## src/rtl/crd_pkg.sv

```systemverilog
package crd_pkg;
  localparam int unsigned ADDR_W = 32;
  localparam int unsigned SIZE_W = 8;
  localparam int unsigned ID_W   = 6;

  typedef struct packed {
    logic [ADDR_W-1:0] addr;
    logic              wr;
    logic [SIZE_W-1:0] size;
    logic [ID_W-1:0]   id;
  } crd_req_t;

  localparam int unsigned REQ_W = $bits(crd_req_t);

  typedef enum logic [2:0] {
    ACT_NONE,
    ACT_RD_HIT,
    ACT_WR_HIT,
    ACT_MISS_SEND,
    ACT_MISS_MERGE
  } crd_act_e;
endpackage

```

## src/rtl/crd_fifo.sv

```systemverilog
module crd_fifo #(
  parameter int unsigned WIDTH = 8,
  parameter int unsigned DEPTH = 4
) (
  input  logic             clk,
  input  logic             rst_n,
  input  logic             push,
  input  logic [WIDTH-1:0] din,
  output logic             full,
  input  logic             pop,
  output logic [WIDTH-1:0] dout,
  output logic             empty
);
  localparam int unsigned PTR_W = (DEPTH > 1) ? $clog2(DEPTH) : 1;
  localparam int unsigned CNT_W = $clog2(DEPTH + 1);

  logic [WIDTH-1:0] mem_q [DEPTH];
  logic [PTR_W-1:0] wr_ptr_q, wr_ptr_d, rd_ptr_q, rd_ptr_d;
  logic [CNT_W-1:0] cnt_q, cnt_d;
  logic             do_wr, do_rd;

  assign full  = (cnt_q == CNT_W'(DEPTH));
  assign empty = (cnt_q == '0);
  assign dout  = mem_q[rd_ptr_q];
  assign do_wr = push & ~full;
  assign do_rd = pop & ~empty;

  always_comb begin
    wr_ptr_d = wr_ptr_q;
    rd_ptr_d = rd_ptr_q;
    cnt_d    = cnt_q;
    if (do_wr) wr_ptr_d = (wr_ptr_q == PTR_W'(DEPTH - 1)) ? '0 : wr_ptr_q + 1'b1;
    if (do_rd) rd_ptr_d = (rd_ptr_q == PTR_W'(DEPTH - 1)) ? '0 : rd_ptr_q + 1'b1;
    case ({do_wr, do_rd})
      2'b10:   cnt_d = cnt_q + 1'b1;
      2'b01:   cnt_d = cnt_q - 1'b1;
      default: cnt_d = cnt_q;
    endcase
  end

  always_ff @(posedge clk or negedge rst_n) begin
    if (!rst_n) begin
      wr_ptr_q <= '0;
      rd_ptr_q <= '0;
      cnt_q    <= '0;
    end else begin
      wr_ptr_q <= wr_ptr_d;
      rd_ptr_q <= rd_ptr_d;
      cnt_q    <= cnt_d;
    end
  end

  always_ff @(posedge clk) begin
    if (do_wr) mem_q[wr_ptr_q] <= din;
  end

  AST_FIFO_NO_OVERFLOW: assert property (@(posedge clk) disable iff (!rst_n)
    push |-> !full);
  AST_FIFO_NO_UNDERFLOW: assert property (@(posedge clk) disable iff (!rst_n)
    pop |-> !empty);
endmodule

```

## src/rtl/crd_ingress.sv

```systemverilog
module crd_ingress
  import crd_pkg::*;
#(
  parameter int unsigned DEPTH = 4
) (
  input  logic     clk,
  input  logic     rst_n,
  input  logic     cfg_split_wr,
  input  logic     in_valid,
  output logic     in_ready,
  input  crd_req_t in_req,
  output logic     src_valid,
  output crd_req_t src_req,
  input  logic     src_take
);
  localparam int unsigned LANES = 2;  // lane 0 main, lane 1 write

  logic [LANES-1:0] lane_push, lane_pop, lane_full, lane_empty;
  logic [REQ_W-1:0] lane_dout [LANES];
  logic             to_wr;

  assign to_wr    = cfg_split_wr & in_req.wr;
  assign in_ready = to_wr ? ~lane_full[1] : ~lane_full[0];

  assign lane_push[0] = in_valid & ~to_wr & ~lane_full[0];
  assign lane_push[1] = in_valid &  to_wr & ~lane_full[1];
  assign lane_pop[0]  = src_take & ~lane_empty[0];
  assign lane_pop[1]  = src_take &  lane_empty[0] & ~lane_empty[1];

  assign src_valid = ~lane_empty[0] | ~lane_empty[1];
  assign src_req   = crd_req_t'(~lane_empty[0] ? lane_dout[0] : lane_dout[1]);

  for (genvar g = 0; g < LANES; g++) begin : g_lane
    crd_fifo #(.WIDTH(REQ_W), .DEPTH(DEPTH)) u_fifo (
      .clk   (clk),
      .rst_n (rst_n),
      .push  (lane_push[g]),
      .din   (in_req),
      .full  (lane_full[g]),
      .pop   (lane_pop[g]),
      .dout  (lane_dout[g]),
      .empty (lane_empty[g])
    );
  end
endmodule

```

## src/rtl/crd_req_engine.sv

```systemverilog
module crd_req_engine
  import crd_pkg::*;
#(
  parameter int unsigned LINE_BYTES = 64,
  parameter int unsigned RD_HDR     = 8
) (
  input  logic              clk,
  input  logic              rst_n,
  input  logic              cfg_ideal,
  input  logic              src_valid,
  input  crd_req_t          src_req,
  output logic              src_take,
  output logic              lk_valid,
  output logic [ADDR_W-1:0] lk_addr,
  output logic              lk_write,
  input  logic              lk_hit,
  output logic              reply_valid,
  input  logic              reply_ready,
  output logic [ADDR_W-1:0] reply_addr,
  output logic [ID_W-1:0]   reply_id,
  output logic              mg_valid,
  output logic [ADDR_W-1:0] mg_line,
  input  logic              mg_merged,
  output logic              mq_push,
  output crd_req_t          mq_req,
  input  logic              mq_full,
  output logic [3:0]        ev
);
  localparam logic [ADDR_W-1:0] LINE_MASK = ~ADDR_W'(LINE_BYTES - 1);

  crd_req_t hold_q, hold_d;
  logic     hold_vld_q, hold_vld_d;
  logic     hit, retire, is_miss;
  crd_act_e act;

  assign hit = cfg_ideal | lk_hit;

  always_comb begin
    act = ACT_NONE;
    if (hold_vld_q) begin
      if (hit) begin
        if (!hold_q.wr) act = reply_ready ? ACT_RD_HIT : ACT_NONE;
        else            act = ACT_WR_HIT;
      end else if (!mq_full) begin
        act = mg_merged ? ACT_MISS_MERGE : ACT_MISS_SEND;
      end
    end
  end

  assign retire   = (act != ACT_NONE);
  assign is_miss  = (act == ACT_MISS_SEND) || (act == ACT_MISS_MERGE);
  assign src_take = src_valid & (~hold_vld_q | retire);

  assign lk_valid    = hold_vld_q;
  assign lk_addr     = hold_q.addr;
  assign lk_write    = hold_q.wr;
  assign reply_valid = hold_vld_q & hit & ~hold_q.wr;
  assign reply_addr  = hold_q.addr;
  assign reply_id    = hold_q.id;
  assign mg_valid    = is_miss;
  assign mg_line     = hold_q.addr & LINE_MASK;
  assign mq_push     = (act == ACT_MISS_SEND);

  always_comb begin
    mq_req = hold_q;
    if (hold_q.wr) mq_req.size = hold_q.size - SIZE_W'(RD_HDR);
  end

  assign ev[0] = (act == ACT_RD_HIT);
  assign ev[1] = (act == ACT_WR_HIT);
  assign ev[2] = is_miss & ~hold_q.wr;
  assign ev[3] = is_miss &  hold_q.wr;

  always_comb begin
    hold_vld_d = hold_vld_q;
    hold_d     = hold_q;
    if (src_take) begin
      hold_vld_d = 1'b1;
      hold_d     = src_req;
    end else if (retire) begin
      hold_vld_d = 1'b0;
    end
  end

  always_ff @(posedge clk or negedge rst_n) begin
    if (!rst_n) begin
      hold_vld_q <= 1'b0;
      hold_q     <= '0;
    end else begin
      hold_vld_q <= hold_vld_d;
      hold_q     <= hold_d;
    end
  end

  AST_REPLY_STABLE: assert property (@(posedge clk) disable iff (!rst_n)
    reply_valid && !reply_ready |=> reply_valid && $stable(reply_addr));
  AST_MISS_RETRY_HOLD: assert property (@(posedge clk) disable iff (!rst_n)
    lk_valid && !hit && mq_full |=> lk_valid && $stable(lk_addr));
  AST_MERGE_ONE_SHOT: assert property (@(posedge clk) disable iff (!rst_n)
    mg_valid && !src_take |=> !mg_valid);
endmodule

```

## src/rtl/crd_dram_arb.sv

```systemverilog
module crd_dram_arb
  import crd_pkg::*;
(
  input  logic              clk,
  input  logic              rst_n,
  input  logic              dram_full,
  input  logic              wb_valid,
  input  logic [ADDR_W-1:0] wb_addr,
  input  logic [SIZE_W-1:0] wb_size,
  output logic              wb_ready,
  input  logic              mq_valid,
  input  crd_req_t          mq_req,
  output logic              mq_pop,
  output logic              dram_valid,
  output crd_req_t          dram_req,
  output logic              dram_is_wb
);
  crd_req_t wb_req;

  always_comb begin
    wb_req      = '0;
    wb_req.addr = wb_addr;
    wb_req.size = wb_size;
    wb_req.wr   = 1'b1;
  end

  assign wb_ready   = ~dram_full & wb_valid;
  assign mq_pop     = ~dram_full & ~wb_valid & mq_valid;
  assign dram_valid = wb_ready | mq_pop;
  assign dram_is_wb = wb_valid;
  assign dram_req   = wb_valid ? wb_req : mq_req;

  AST_WB_OFFER_HELD: assert property (@(posedge clk) disable iff (!rst_n)
    wb_valid && !wb_ready |=> wb_valid && $stable(wb_addr));
endmodule

```

## src/rtl/crd_sat_cnt.sv

```systemverilog
module crd_sat_cnt #(
  parameter int unsigned W = 32
) (
  input  logic         clk,
  input  logic         rst_n,
  input  logic         inc,
  output logic [W-1:0] cnt
);
  logic [W-1:0] cnt_q, cnt_d;
  logic         en;

  assign en    = inc & ~(&cnt_q);
  assign cnt_d = cnt_q + 1'b1;
  assign cnt   = cnt_q;

  always_ff @(posedge clk or negedge rst_n) begin
    if (!rst_n)  cnt_q <= '0;
    else if (en) cnt_q <= cnt_d;
  end

  AST_CNT_NO_DECREASE: assert property (@(posedge clk) disable iff (!rst_n)
    inc |=> cnt_q >= $past(cnt_q));
  AST_CNT_IDLE_STABLE: assert property (@(posedge clk) disable iff (!rst_n)
    !inc |=> $stable(cnt_q));
endmodule

```

## src/rtl/cache_req_dispatch.sv

```systemverilog
module cache_req_dispatch
  import crd_pkg::*;
#(
  parameter int unsigned LINE_BYTES = 64,
  parameter int unsigned RD_HDR     = 8,
  parameter int unsigned IN_DEPTH   = 4,
  parameter int unsigned MQ_DEPTH   = 4,
  parameter int unsigned CNT_W      = 32
) (
  input  logic              clk,
  input  logic              rst_n,
  input  logic              cfg_split_wr,
  input  logic              cfg_ideal,
  input  logic              in_valid,
  output logic              in_ready,
  input  logic [ADDR_W-1:0] in_addr,
  input  logic              in_write,
  input  logic [SIZE_W-1:0] in_size,
  input  logic [ID_W-1:0]   in_id,
  output logic              lk_valid,
  output logic [ADDR_W-1:0] lk_addr,
  output logic              lk_write,
  input  logic              lk_hit,
  output logic              reply_valid,
  input  logic              reply_ready,
  output logic [ADDR_W-1:0] reply_addr,
  output logic [ID_W-1:0]   reply_id,
  output logic              mg_valid,
  output logic [ADDR_W-1:0] mg_line,
  input  logic              mg_merged,
  input  logic              wb_valid,
  output logic              wb_ready,
  input  logic [ADDR_W-1:0] wb_addr,
  input  logic [SIZE_W-1:0] wb_size,
  input  logic              dram_full,
  output logic              dram_valid,
  output logic [ADDR_W-1:0] dram_addr,
  output logic              dram_write,
  output logic [SIZE_W-1:0] dram_size,
  output logic [ID_W-1:0]   dram_id,
  output logic              dram_is_wb,
  output logic [CNT_W-1:0]  cnt_rd_hit,
  output logic [CNT_W-1:0]  cnt_wr_hit,
  output logic [CNT_W-1:0]  cnt_rd_miss,
  output logic [CNT_W-1:0]  cnt_wr_miss
);
  localparam int unsigned N_EV = 4;

  crd_req_t         in_req, src_req, mq_in, mq_out, dram_req;
  logic             src_valid, src_take;
  logic             mq_push, mq_pop, mq_full, mq_empty;
  logic [N_EV-1:0]  ev;
  logic [CNT_W-1:0] cnt_arr [N_EV];

  always_comb begin
    in_req.addr = in_addr;
    in_req.wr   = in_write;
    in_req.size = in_size;
    in_req.id   = in_id;
  end

  crd_ingress #(.DEPTH(IN_DEPTH)) u_ingress (
    .clk          (clk),
    .rst_n        (rst_n),
    .cfg_split_wr (cfg_split_wr),
    .in_valid     (in_valid),
    .in_ready     (in_ready),
    .in_req       (in_req),
    .src_valid    (src_valid),
    .src_req      (src_req),
    .src_take     (src_take)
  );

  crd_req_engine #(.LINE_BYTES(LINE_BYTES), .RD_HDR(RD_HDR)) u_engine (
    .clk         (clk),
    .rst_n       (rst_n),
    .cfg_ideal   (cfg_ideal),
    .src_valid   (src_valid),
    .src_req     (src_req),
    .src_take    (src_take),
    .lk_valid    (lk_valid),
    .lk_addr     (lk_addr),
    .lk_write    (lk_write),
    .lk_hit      (lk_hit),
    .reply_valid (reply_valid),
    .reply_ready (reply_ready),
    .reply_addr  (reply_addr),
    .reply_id    (reply_id),
    .mg_valid    (mg_valid),
    .mg_line     (mg_line),
    .mg_merged   (mg_merged),
    .mq_push     (mq_push),
    .mq_req      (mq_in),
    .mq_full     (mq_full),
    .ev          (ev)
  );

  crd_fifo #(.WIDTH(REQ_W), .DEPTH(MQ_DEPTH)) u_miss_q (
    .clk   (clk),
    .rst_n (rst_n),
    .push  (mq_push),
    .din   (mq_in),
    .full  (mq_full),
    .pop   (mq_pop),
    .dout  (mq_out),
    .empty (mq_empty)
  );

  crd_dram_arb u_arb (
    .clk        (clk),
    .rst_n      (rst_n),
    .dram_full  (dram_full),
    .wb_valid   (wb_valid),
    .wb_addr    (wb_addr),
    .wb_size    (wb_size),
    .wb_ready   (wb_ready),
    .mq_valid   (~mq_empty),
    .mq_req     (mq_out),
    .mq_pop     (mq_pop),
    .dram_valid (dram_valid),
    .dram_req   (dram_req),
    .dram_is_wb (dram_is_wb)
  );

  assign dram_addr  = dram_req.addr;
  assign dram_write = dram_req.wr;
  assign dram_size  = dram_req.size;
  assign dram_id    = dram_req.id;

  for (genvar g = 0; g < N_EV; g++) begin : g_cnt
    crd_sat_cnt #(.W(CNT_W)) u_cnt (
      .clk   (clk),
      .rst_n (rst_n),
      .inc   (ev[g]),
      .cnt   (cnt_arr[g])
    );
  end

  assign cnt_rd_hit  = cnt_arr[0];
  assign cnt_wr_hit  = cnt_arr[1];
  assign cnt_rd_miss = cnt_arr[2];
  assign cnt_wr_miss = cnt_arr[3];
endmodule

```

## config.mk

```make
export PLATFORM = sky130hd
export DESIGN_NAME = cache_req_dispatch
export DESIGN_NICKNAME = d
export VERILOG_FILES = /design/src/rtl/crd_pkg.sv /design/src/rtl/crd_fifo.sv /design/src/rtl/crd_ingress.sv /design/src/rtl/crd_req_engine.sv /design/src/rtl/crd_dram_arb.sv /design/src/rtl/crd_sat_cnt.sv /design/src/rtl/cache_req_dispatch.sv
export SDC_FILE = /design/constraint.sdc
export NUM_CORES = 1
export LEC_CHECK = 0
export ABC_AREA = 1
export BUFFER_PORTS_ARGS = -buffer_cell sky130_fd_sc_hd__clkbuf_2
export CELL_PAD_IN_SITES_DETAIL_PLACEMENT = 1
export CELL_PAD_IN_SITES_GLOBAL_PLACEMENT = 1
export CORE_MARGIN = 3
export CORE_UTILIZATION = 41
export DETAILED_ROUTE_END_ITERATION = 6
export GPL_ROUTABILITY_DRIVEN = 0
export PLACE_DENSITY = 0.83
export SLEW_MARGIN = 40
export SYNTH_ARGS = -nofsm -noshare
export SYNTH_HDL_FRONTEND = slang
export SYNTH_HIERARCHICAL = 1
export SYNTH_SLANG_ARGS = --single-unit
```

## constraint.sdc

```tcl
create_clock -name clk -period 5.6 [get_ports clk]
set_clock_uncertainty 0.15 [all_clocks]
set_input_delay 0.84 -clock clk [delete_from_list [all_inputs] [get_ports clk]]
set_output_delay 0.84 -clock clk [all_outputs]
set_load 0.005 [all_outputs]
```

; Yosys cells after proc, flatten, opt, wreduce, memory -nomap -nowiden
; Memories as Yosys holds them, arrays and structs flattened.
; Index checks and enable logic that the tools add are counted.
[totals]
ff_bits = 197
mem_bits_rw = 564
inputBits = 97
word_cells = 142
mem_count = 3
[op_classes]
add_sub_neg = 17
eq_ne = 19
muxes = 27
n_bitwise = 45
n_reduce_logical = 13
[mem_list]
columns = memory, words, word_bits, rd, rd_ports_with_merged_regs, write_ports, line_no
row1 = u_ingress.g_lane[0].u_fifo.mem_q, 4, 47, 1, 0, 1, crd_fifo.sv:17  ; logic [WIDTH-1:0] mem_q [DEPTH];
row2 = u_ingress.g_lane[1].u_fifo.mem_q, 4, 47, 1, 0, 1, crd_fifo.sv:17
row3 = u_miss_q.mem_q, 4, 47, 1, 0, 1, crd_fifo.sv:17
[ops]
columns = op, count
row1 = $add A32 B1 Y32 const B, 4
row2 = $reduce_and A32 Y1, 4
row3 = $mux W47, 2
row4 = $and A1 B1 Y1, 26
row5 = $eq A2 B2 Y1 const B, 9
row6 = $pmux W3 S2, 3
row7 = $mux W3, 5
row8 = $not A1 Y1, 15
row9 = $add A2 B1 Y2 const B, 6
row10 = $eq A3 B3 Y1 const B, 4
row11 = $mux W2, 6
row12 = $mux W1, 10
row13 = $add A3 B1 Y3 const B, 3
row14 = $logic_not A3 Y1, 3
row15 = $sub A3 B1 Y3 const B, 3
row16 = $mux W8, 1
row17 = $reduce_bool A2 Y1, 4
row18 = $sub A8 B4 Y8 const B, 1
row19 = $eq A2 B1 Y1 const B, 3
row20 = $eq A3 B2 Y1 const B, 2
row21 = $or A1 B1 Y1, 4
row22 = $eq A3 B1 Y1 const B, 1
row23 = $reduce_bool A3 Y1, 1
row24 = $logic_or A1 B1 Y1, 1

; Longest topological paths before layout
; Gate-level depths: netlist (run 1).
[depth]
depth_word = 12
depth_mapped = 24
mapped_depth_nobuf = 22

; Cells and area by module
; The synthesis (run 1) kept the hierarchy.
[modules_own_cells]
columns = mod, n_inst, cells_per_inst, area_per_inst_um2
row1 = crd_fifo, 3, 609, 8207.9
row2 = crd_sat_cnt, 4, 341, 2143.3
row3 = crd_req_engine, 1, 393, 3205.6
row4 = crd_ingress, 1, 167, 973.4
row5 = crd_dram_arb, 1, 151, 614.3
row6 = cache_req_dispatch, 1, 1, 3.8

; Worst setup path after synthesis (run 1)
; No wires, ideal clock.
[synth_path]
kind = input to register
start = in mg_merged
end = mem u_miss_q/mem_q[0][0] in the netlist's numbering, enable pin
t_arrival_ns = 3.566
path_slack_ns = 1.432
cell_stages = 7
n_path_buf = 0
path_cell_list = inv_1 > nand2_1 > nand2_1 > nand3_1 > a21oi_1 > nand2_1 > nor2_1
[synth_via]
elab_chain_cells = 8
[synth_lines]
columns = element, line_no
row1 = from (decl), cache_req_dispatch.sv:30  ; input logic mg_merged,
row2 = $mux W3, crd_req_engine.sv:45  ; act = mg_merged ? ACT_MISS_MERGE : ACT_MISS_SEND;
row3 = $mux W3, crd_req_engine.sv:44  ; end else if (!mq_full) begin
row4 = $mux W3, crd_req_engine.sv:41  ; if (hit) begin
row5 = $mux W3, crd_req_engine.sv:40  ; if (hold_vld_q) begin
row6 = $eq A3 B2 Y1, crd_req_engine.sv:62  ; assign mq_push = (act == ACT_MISS_SEND);
row7 = named net mq_push, cache_req_dispatch.sv:51  ; logic mq_push, mq_pop, mq_full, mq_empty;
row8 = $and A1 B1 Y1, crd_fifo.sv:25  ; assign do_wr = push & ~full;
row9 = $mux W1, crd_fifo.sv:54  ; if (do_wr) mem_q[wr_ptr_q] <= din;
row10 = $mux W1 (not written as such), crd_fifo.sv:54
row11 = to (decl), crd_fifo.sv:17
; The timed path passes the listed nets, and every way through them passes these cells.

==> impl_metrics.env, run 1 <==
export IMPL_run_status="complete, no violations"
export IMPL_cts_tree="done"
export IMPL_finalWorstSetupSlack_ns=1.18
export IMPL_die_area_mm2=0.0964
export IMPL_vias=27600
export IMPL_netlist_top_cells_area="edfxtp_1, nand2_1, dfrtp_1, o211ai_2, inv_1"
export IMPL_first_pass_iters=5
export IMPL_min_to="u_ingress/g_lane[1].u_fifo/mem_q[0][4]"
export IMPL_critPathLaunchType="register"
export IMPL_grt_overflow=0
export IMPL_synth_async_sr_flop_share=0.259
export IMPL_layout_common_cells="nand2_1, edfxtp_1, inv_1"
export IMPL_post_cts_resized=0
export IMPL_post_place_ws_ns=1.91
export IMPL_hold_depth=1
export IMPL_dp_hpwl_um=71700
export IMPL_htreeDepth=3
export IMPL_ios=382
export IMPL_finish_instance_area_mm2=0.0425
export IMPL_min_path_type="primary input to register"
export IMPL_fin_crit_sh=0.790
export IMPL_path_buf_inv=4
export IMPL_critical_path_top_delay_family="buffers and inverters"
export IMPL_critPathKind="register to output pin"
export IMPL_slowest_delay_ns=0.77
export IMPL_clock_latency_ns=0.66
export IMPL_layout_commonest_cell="nand2_1"
export IMPL_synth_edf_count=564
export IMPL_fin_cells=5440
export IMPL_area_delta_synth_final_pct=11.9
export IMPL_tns_ns=0
export IMPL_avgSynthCellArea_um2=9.73
export IMPL_synth_ff_latch_count=761
export IMPL_post_cts_buffers=0
export IMPL_numCtsBuffers=86
export IMPL_r2r_start="u_ingress/g_lane[0].u_fifo/cnt_q[0]"
export IMPL_postRouteAntennaNets=0
export IMPL_route_detailed_drc=0
export IMPL_grt_use_total=0.225
export IMPL_p_leak_nw=18.6
export IMPL_dpl_cell_area_mm2=0.0397
export IMPL_crit_arrival_ns=3.43
export IMPL_slew_viol_final=0
export IMPL_synthDistinctLibCells=38
export IMPL_p_per_area_mw_per_mm2=474
export IMPL_antenna_found_initial=11
export IMPL_clockRootBuffer="clkbuf_16"
export IMPL_grt_pass1_vias=28800
export IMPL_drive_gt1_frac=0.200
export IMPL_cap_viol_max_count=0
export IMPL_fmax_mhz=226
export IMPL_reg2regPathDepth=18
export IMPL_hold_start="in_id[4]"
export IMPL_syn_area_mm2=0.0380
export IMPL_vdd_drop_max_uv=331
export IMPL_num_rows=111
export IMPL_holdBufCountCts=0
export IMPL_r2r_slack_ns=1.98
export IMPL_slew_headroom=0.424
export IMPL_die_h_um=310
export IMPL_crit_path_cell_trace="buf_4, clkinv_2, buf_4, o211ai_2, nand2_1, nand2_1, nand2_1, clkbuf_2"
export IMPL_total_power_w=0.0202
export IMPL_nFillCells=10400
export IMPL_worst_path_max_fanout=50
export IMPL_cp_required_ns=4.61
export IMPL_critPathSlowestCell="clkinv_2"
export IMPL_dp_cells=5271
export IMPL_layout_min_cycle_time_ns=4.42
export IMPL_worst_slew_pin_transition_ns=0.863
export IMPL_cp_end_kind="output pin"
export IMPL_critical_path_most_common_cell="nand2_1"
export IMPL_clockBufferDepth=3
export IMPL_setup_viol=0
export IMPL_clkTransAtPathRegs_ns=0.06
export IMPL_avgRoutedWirePerCell_um=20.2
export IMPL_synthFlopType="edfxtp_1"
export IMPL_viasPerCell=5.08
export IMPL_syn_inst=3903
export IMPL_cts_sinks=761
export IMPL_synth_seq_area_share=0.576
export IMPL_nets=4243
export IMPL_initial_core_util=0.414
export IMPL_timing_hold_violations_final=0
export IMPL_fp_dieW_um=310
export IMPL_rsz0062_at_grt="false"
export IMPL_drt_wl_total_um=110000
export IMPL_portBuffers=375
export IMPL_core_area_mm2=0.0918
export IMPL_synth_top_area_frac=0.446
export IMPL_ys_warn_count=6
export IMPL_grt_pass1_wl_um=167000
export IMPL_grt_max_degree=123
export IMPL_reg2reg_to="u_ingress/g_lane[1].u_fifo/cnt_q[2]"
export IMPL_drt_iter0_markers=1694
export IMPL_synth_top_cell_by_area="edfxtp_1"
-- worst reg2reg max path: stages (launching register included) --
cell     delay [ns]
dfrtp_1        0.38
inv_2          0.07
nand3_1        0.18
inv_4          0.24
nand2_2        0.13
buf_4          0.59
nand2_2        0.18
inv_1          0.11
nand2_1        0.05
nor2_1         0.23
nand2_1        0.14
inv_1          0.09
ha_1           0.18
inv_1          0.08
fa_1           0.40
inv_1          0.09
nand2_1        0.08
nand4_1        0.09
nand2_1        0.07
-- synthesized netlist by cell type, types with 39 or more instances --
cell / n
buf_2: 55
buf_4: 168
buf_6: 50
dfrtp_1: 197
edfxtp_1: 564
inv_1: 484
nand2_1: 1428
nand2_2: 39
nand3_1: 136
nor2_1: 231
o211ai_1: 126
o211ai_2: 156
-- final cells by class --
class                      count  area (µm²)  share of cell area
tap                         1243        1560              0.0366
timing repair buffer         418        2350              0.0553
antenna                        8        20.0            0.000471
clock inverter                40         337             0.00791
clock buffer                 117        2410              0.0567
sequential                   761       21900               0.514
inverter                     520        1960              0.0461
multi-input combinational   2333       12000               0.282
-- flip-flops by register name (all words and copies together) (netlist names) --
signal                            flops
u_engine/hold_q                       8
u_ingress/g_lane.u_fifo/mem_q       376
u_ingress/g_lane.u_fifo/cnt_q         6
u_engine/lk_addr                     32
u_engine/reply_id                     6
g_cnt.u_cnt/cnt                     128
u_ingress/g_lane.u_fifo/rd_ptr_q      4
u_miss_q/wr_ptr_q                     2
u_miss_q/rd_ptr_q                     2
u_engine/lk_write                     1
u_engine/lk_valid                     1
u_ingress/g_lane.u_fifo/wr_ptr_q      4
u_miss_q/cnt_q                        3
u_miss_q/mem_q                      188
-- worst max-delay path by stage --
stage                                   endpoint  slack [ns]            startpoint  cells after the start
after CTS                          dram_addr[14]        1.27  u_miss_q/rd_ptr_q[1]                      8
after floorplan             u_miss_q/mem_q[0][0]        1.43             mg_merged                      7
after global routing               dram_addr[14]        1.01  u_miss_q/rd_ptr_q[1]                      8
final                              dram_addr[14]        1.18  u_miss_q/rd_ptr_q[1]                      8
after global placement    g_cnt[2].u_cnt/cnt[23]        1.81             mg_merged                     12
after detailed placement   g_cnt[2].u_cnt/cnt[2]        1.91             mg_merged                     12
-- cell families after synthesis --
group                    after synthesis  synth area share
AND/OR/NAND/NOR                     1907             0.204
buffers and inverters                814             0.112
adder cells (fa/ha/maj)               26           0.00916
AO/OA/AOI/OAI                        339            0.0874
XOR/XNOR                              55            0.0127
other                                  1         0.0000987
flip-flops                           761             0.576
-- power by group --
| group | internal, W | switching (W) | total (W) | leakage [nW] |
|---|---|---|---|---|
| clock | 0.00320 | 0.00231 | 0.00552 | 1.34 |
| combinational | 0.00213 | 0.00442 | 0.00655 | 9.52 |
| sequential | 0.00714 | 0.000959 | 0.00810 | 7.72 |
-- layer usage --
layer / up-vias / GRT usage / wire length, µm
met5: - / 0 / 34
met4: 6 / 0.0911 / 3860
met3: 206 / 0.0367 / 5940
met2: 730 / 0.393 / 55300
met1: 13800 / 0.278 / 44600
li1: 12900 / - / -
-- per-stage QoR --
| stage | hold slack, ns | util |
|---|---|---|
| floorplan | 0.293 | - |
| global placement | 0.330 | 0.431 |
| detailed placement | 0.336 | 0.432 |
| CTS | 0.0770 | 0.462 |
| global route | 0.315 | 0.463 |
| finish | 0.331 | 0.463 |
Power figures use the tool's default switching activity.
==> run 2, diff against run 1 <==
==> constraint.sdc (replaced) <==
create_clock -name clk -period 4.4 [get_ports clk]
set_clock_uncertainty 0.15 [all_clocks]
set_input_delay 0.66 -clock clk [delete_from_list [all_inputs] [get_ports clk]]
set_output_delay 0.66 -clock clk [all_outputs]
set_load 0.005 [all_outputs]
==> run 2 against run 1 <==
Compared with the run above:
- register-to-register slack got worse by 0.79 ns
- critical path depth decreased by 1
- core utilization increased by 0.33 points
- sequential cell count unchanged
- non-clock buffer count increased by 1
- hold slack got worse by 0.20 ns
- total power increased by 30%
- die area unchanged
- design area increased by 0.70%
- first-iteration DRC count increased by 13%
- combinational power increased by 27%
- wire length decreased by 1.4%
==> impl_metrics.env, run 2 (same netlist as run 1, synthesis figures left out) <==
export IMPL_run_status="complete, no violations"
export IMPL_clockRootBuffer="clkbuf_16"
export IMPL_antenna_found_initial=8
export IMPL_p_leak_nw=18.7
export IMPL_nets=4245
export IMPL_grt_pass1_vias=29000
export IMPL_critPathLaunchType="register"
export IMPL_htreeDepth=3
export IMPL_dr_wl_met3_um=5090
export IMPL_die_h_um=310
export IMPL_vias=27500
export IMPL_drt_wl_total_um=108000
export IMPL_viasPerCell=5.05
export IMPL_largest_reg_flops=376
export IMPL_layout_commonest_cell="nand2_1"
export IMPL_rsz0062_at_grt="false"
export IMPL_fp_dieW_um=310
export IMPL_layout_min_cycle_time_ns=3.57
export IMPL_grt_use_total=0.223
export IMPL_clockBufferDepth=3
export IMPL_fmax_mhz=280
export IMPL_cap_viol_max_count=0
export IMPL_slew_headroom=0.454
export IMPL_critPathKind="register to output pin"
export IMPL_route_met2_wl_um=53800
export IMPL_setup_viol=0
export IMPL_p_per_area_mw_per_mm2=614
export IMPL_fin_cells=5446
export IMPL_clkTransAtPathRegs_ns=0.06
export IMPL_hold_ws_ns=0.134
export IMPL_ios=382
export IMPL_worst_path_max_fanout=118
export IMPL_first_pass_iters=5
export IMPL_post_cts_resized=0
export IMPL_vdd_drop_max_uv=341
export IMPL_cp_end_kind="output pin"
export IMPL_postRouteAntennaNets=0
export IMPL_highest_layer="met5"
export IMPL_regMostFlops="u_ingress/g_lane.u_fifo/mem_q"
export IMPL_portBuffers=375
export IMPL_crit_arrival_ns=2.76
export IMPL_cts_tree="done"
export IMPL_drive_gt1_frac=0.203
export IMPL_initial_core_util=0.414
export IMPL_route_detailed_drc=0
export IMPL_avgRoutedWirePerCell_um=19.9
export IMPL_worst_slew_pin_transition_ns=0.819
export IMPL_grt_overflow=0
export IMPL_grt_pass1_wl_um=167000
export IMPL_m1WireLength_um=45600
export IMPL_timing_hold_violations_final=0
export IMPL_slew_viol_final=0
export IMPL_numCtsBuffers=87
export IMPL_clock_latency_ns=0.67
export IMPL_core_area_mm2=0.0918
export IMPL_drt_iter0_markers=1912
export IMPL_grt_max_degree=119
export IMPL_cts_sinks=761
export IMPL_fin_crit_sh=0.812
export IMPL_tns_ns=0
export IMPL_min_path_type="primary input to register"
export IMPL_die_area_mm2=0.0964
export IMPL_dp_hpwl_um=71900
export IMPL_dp_cells=5275
export IMPL_nFillCells=10400
export IMPL_r2r_slack_ns=1.19
export IMPL_num_rows=111
export IMPL_post_route_util=0.467
export IMPL_layout_common_cells="nand2_1, edfxtp_1, inv_1"
export IMPL_post_cts_buffers=0
export IMPL_cp_required_ns=3.59
export IMPL_area_delta_synth_final_pct=12.7
## run 2: cell count changes in the layout (fill, tap and decap cells not counted), moves of 3 or more
| cell | previous run | this run |
|---|---|---|
| bufinv_16 | 4 | 12 |
| clkinv_4 | 4 | 1 |
| clkbuf_1 | 20 | 24 |
| clkinvlp_4 | 3 | 6 |
| clkinv_1 | 21 | 14 |
| buf_12 | 5 | 12 |
## run 2: critical path: stages (launching register included)
cell      delay, ns
dfrtp_4        0.76
buf_12         0.50
nand2_1        0.16
o211ai_1       0.13
nand2_1        0.10
nand2_1        0.18
nand2_1        0.10
clkbuf_2       0.13
## run 2: routing by layer
metal | vias up | track usage
met5 | - | 0
met4 | 4 | 0.0862
met3 | 182 | 0.0310
met2 | 661 | 0.388
met1 | 13700 | 0.282
li1 | 12900 | -
## run 2: metrics by stage
stage / power, W / cell area, µm² / setup slack [ns]
global placement: 0.0182 / 39700 / 1.14
detailed placement: 0.0187 / 39800 / 0.964
finish: 0.0263 / 42800 / 0.825
global route: 0.0278 / 42800 / 0.670
CTS: 0.0266 / 42800 / 0.794
floorplan: 0.0167 / 38000 / 0.412
## run 2: cell type report
| type | count | area, µm² | share of cell area |
|---|---|---|---|
| Timing Repair Buffer | 419 | 2390 | 0.0559 |
| Tap cell | 1243 | 1560 | 0.0363 |
| Multi-Input combinational cell | 2333 | 12000 | 0.280 |
| Clock buffer | 122 | 2440 | 0.0570 |
| Sequential cell | 761 | 21900 | 0.511 |
| Antenna cell | 6 | 15.0 | 0.000351 |
| Clock inverter | 42 | 588 | 0.0137 |
| Inverter | 520 | 1960 | 0.0457 |
## run 2: worst paths after layout
path | to | cells after the start | startpoint
worst max-delay path | dram_addr[14] | 7 | u_miss_q/rd_ptr_q[0]
worst min-delay path | u_ingress/g_lane[0].u_fifo/mem_q[3][1] | 1 | in_id[1]
worst max register to register | g_cnt[2].u_cnt/cnt[28] | 19 | u_miss_q/cnt_q[1]
worst min register to register | u_ingress/g_lane[1].u_fifo/cnt_q[0] | 1 | u_ingress/g_lane[1].u_fifo/cnt_q[0]
max in group asynchronous | g_cnt[2].u_cnt/cnt[1] | 4 | rst_n
min in group asynchronous | g_cnt[1].u_cnt/cnt[27] | 2 | rst_n
## run 2: report_power, final
group          internal [W]  switching, W  leakage, nW
registers           0.00908       0.00128         7.72
clock network       0.00461       0.00304         1.46
logic               0.00274       0.00556         9.52
## run 2: timing repair
item / 4_1_cts / 5_1_grt
hold endpoints to repair: 32 / 0
hold buffers: 1 / 0
setup endpoints to repair: 0 / 0
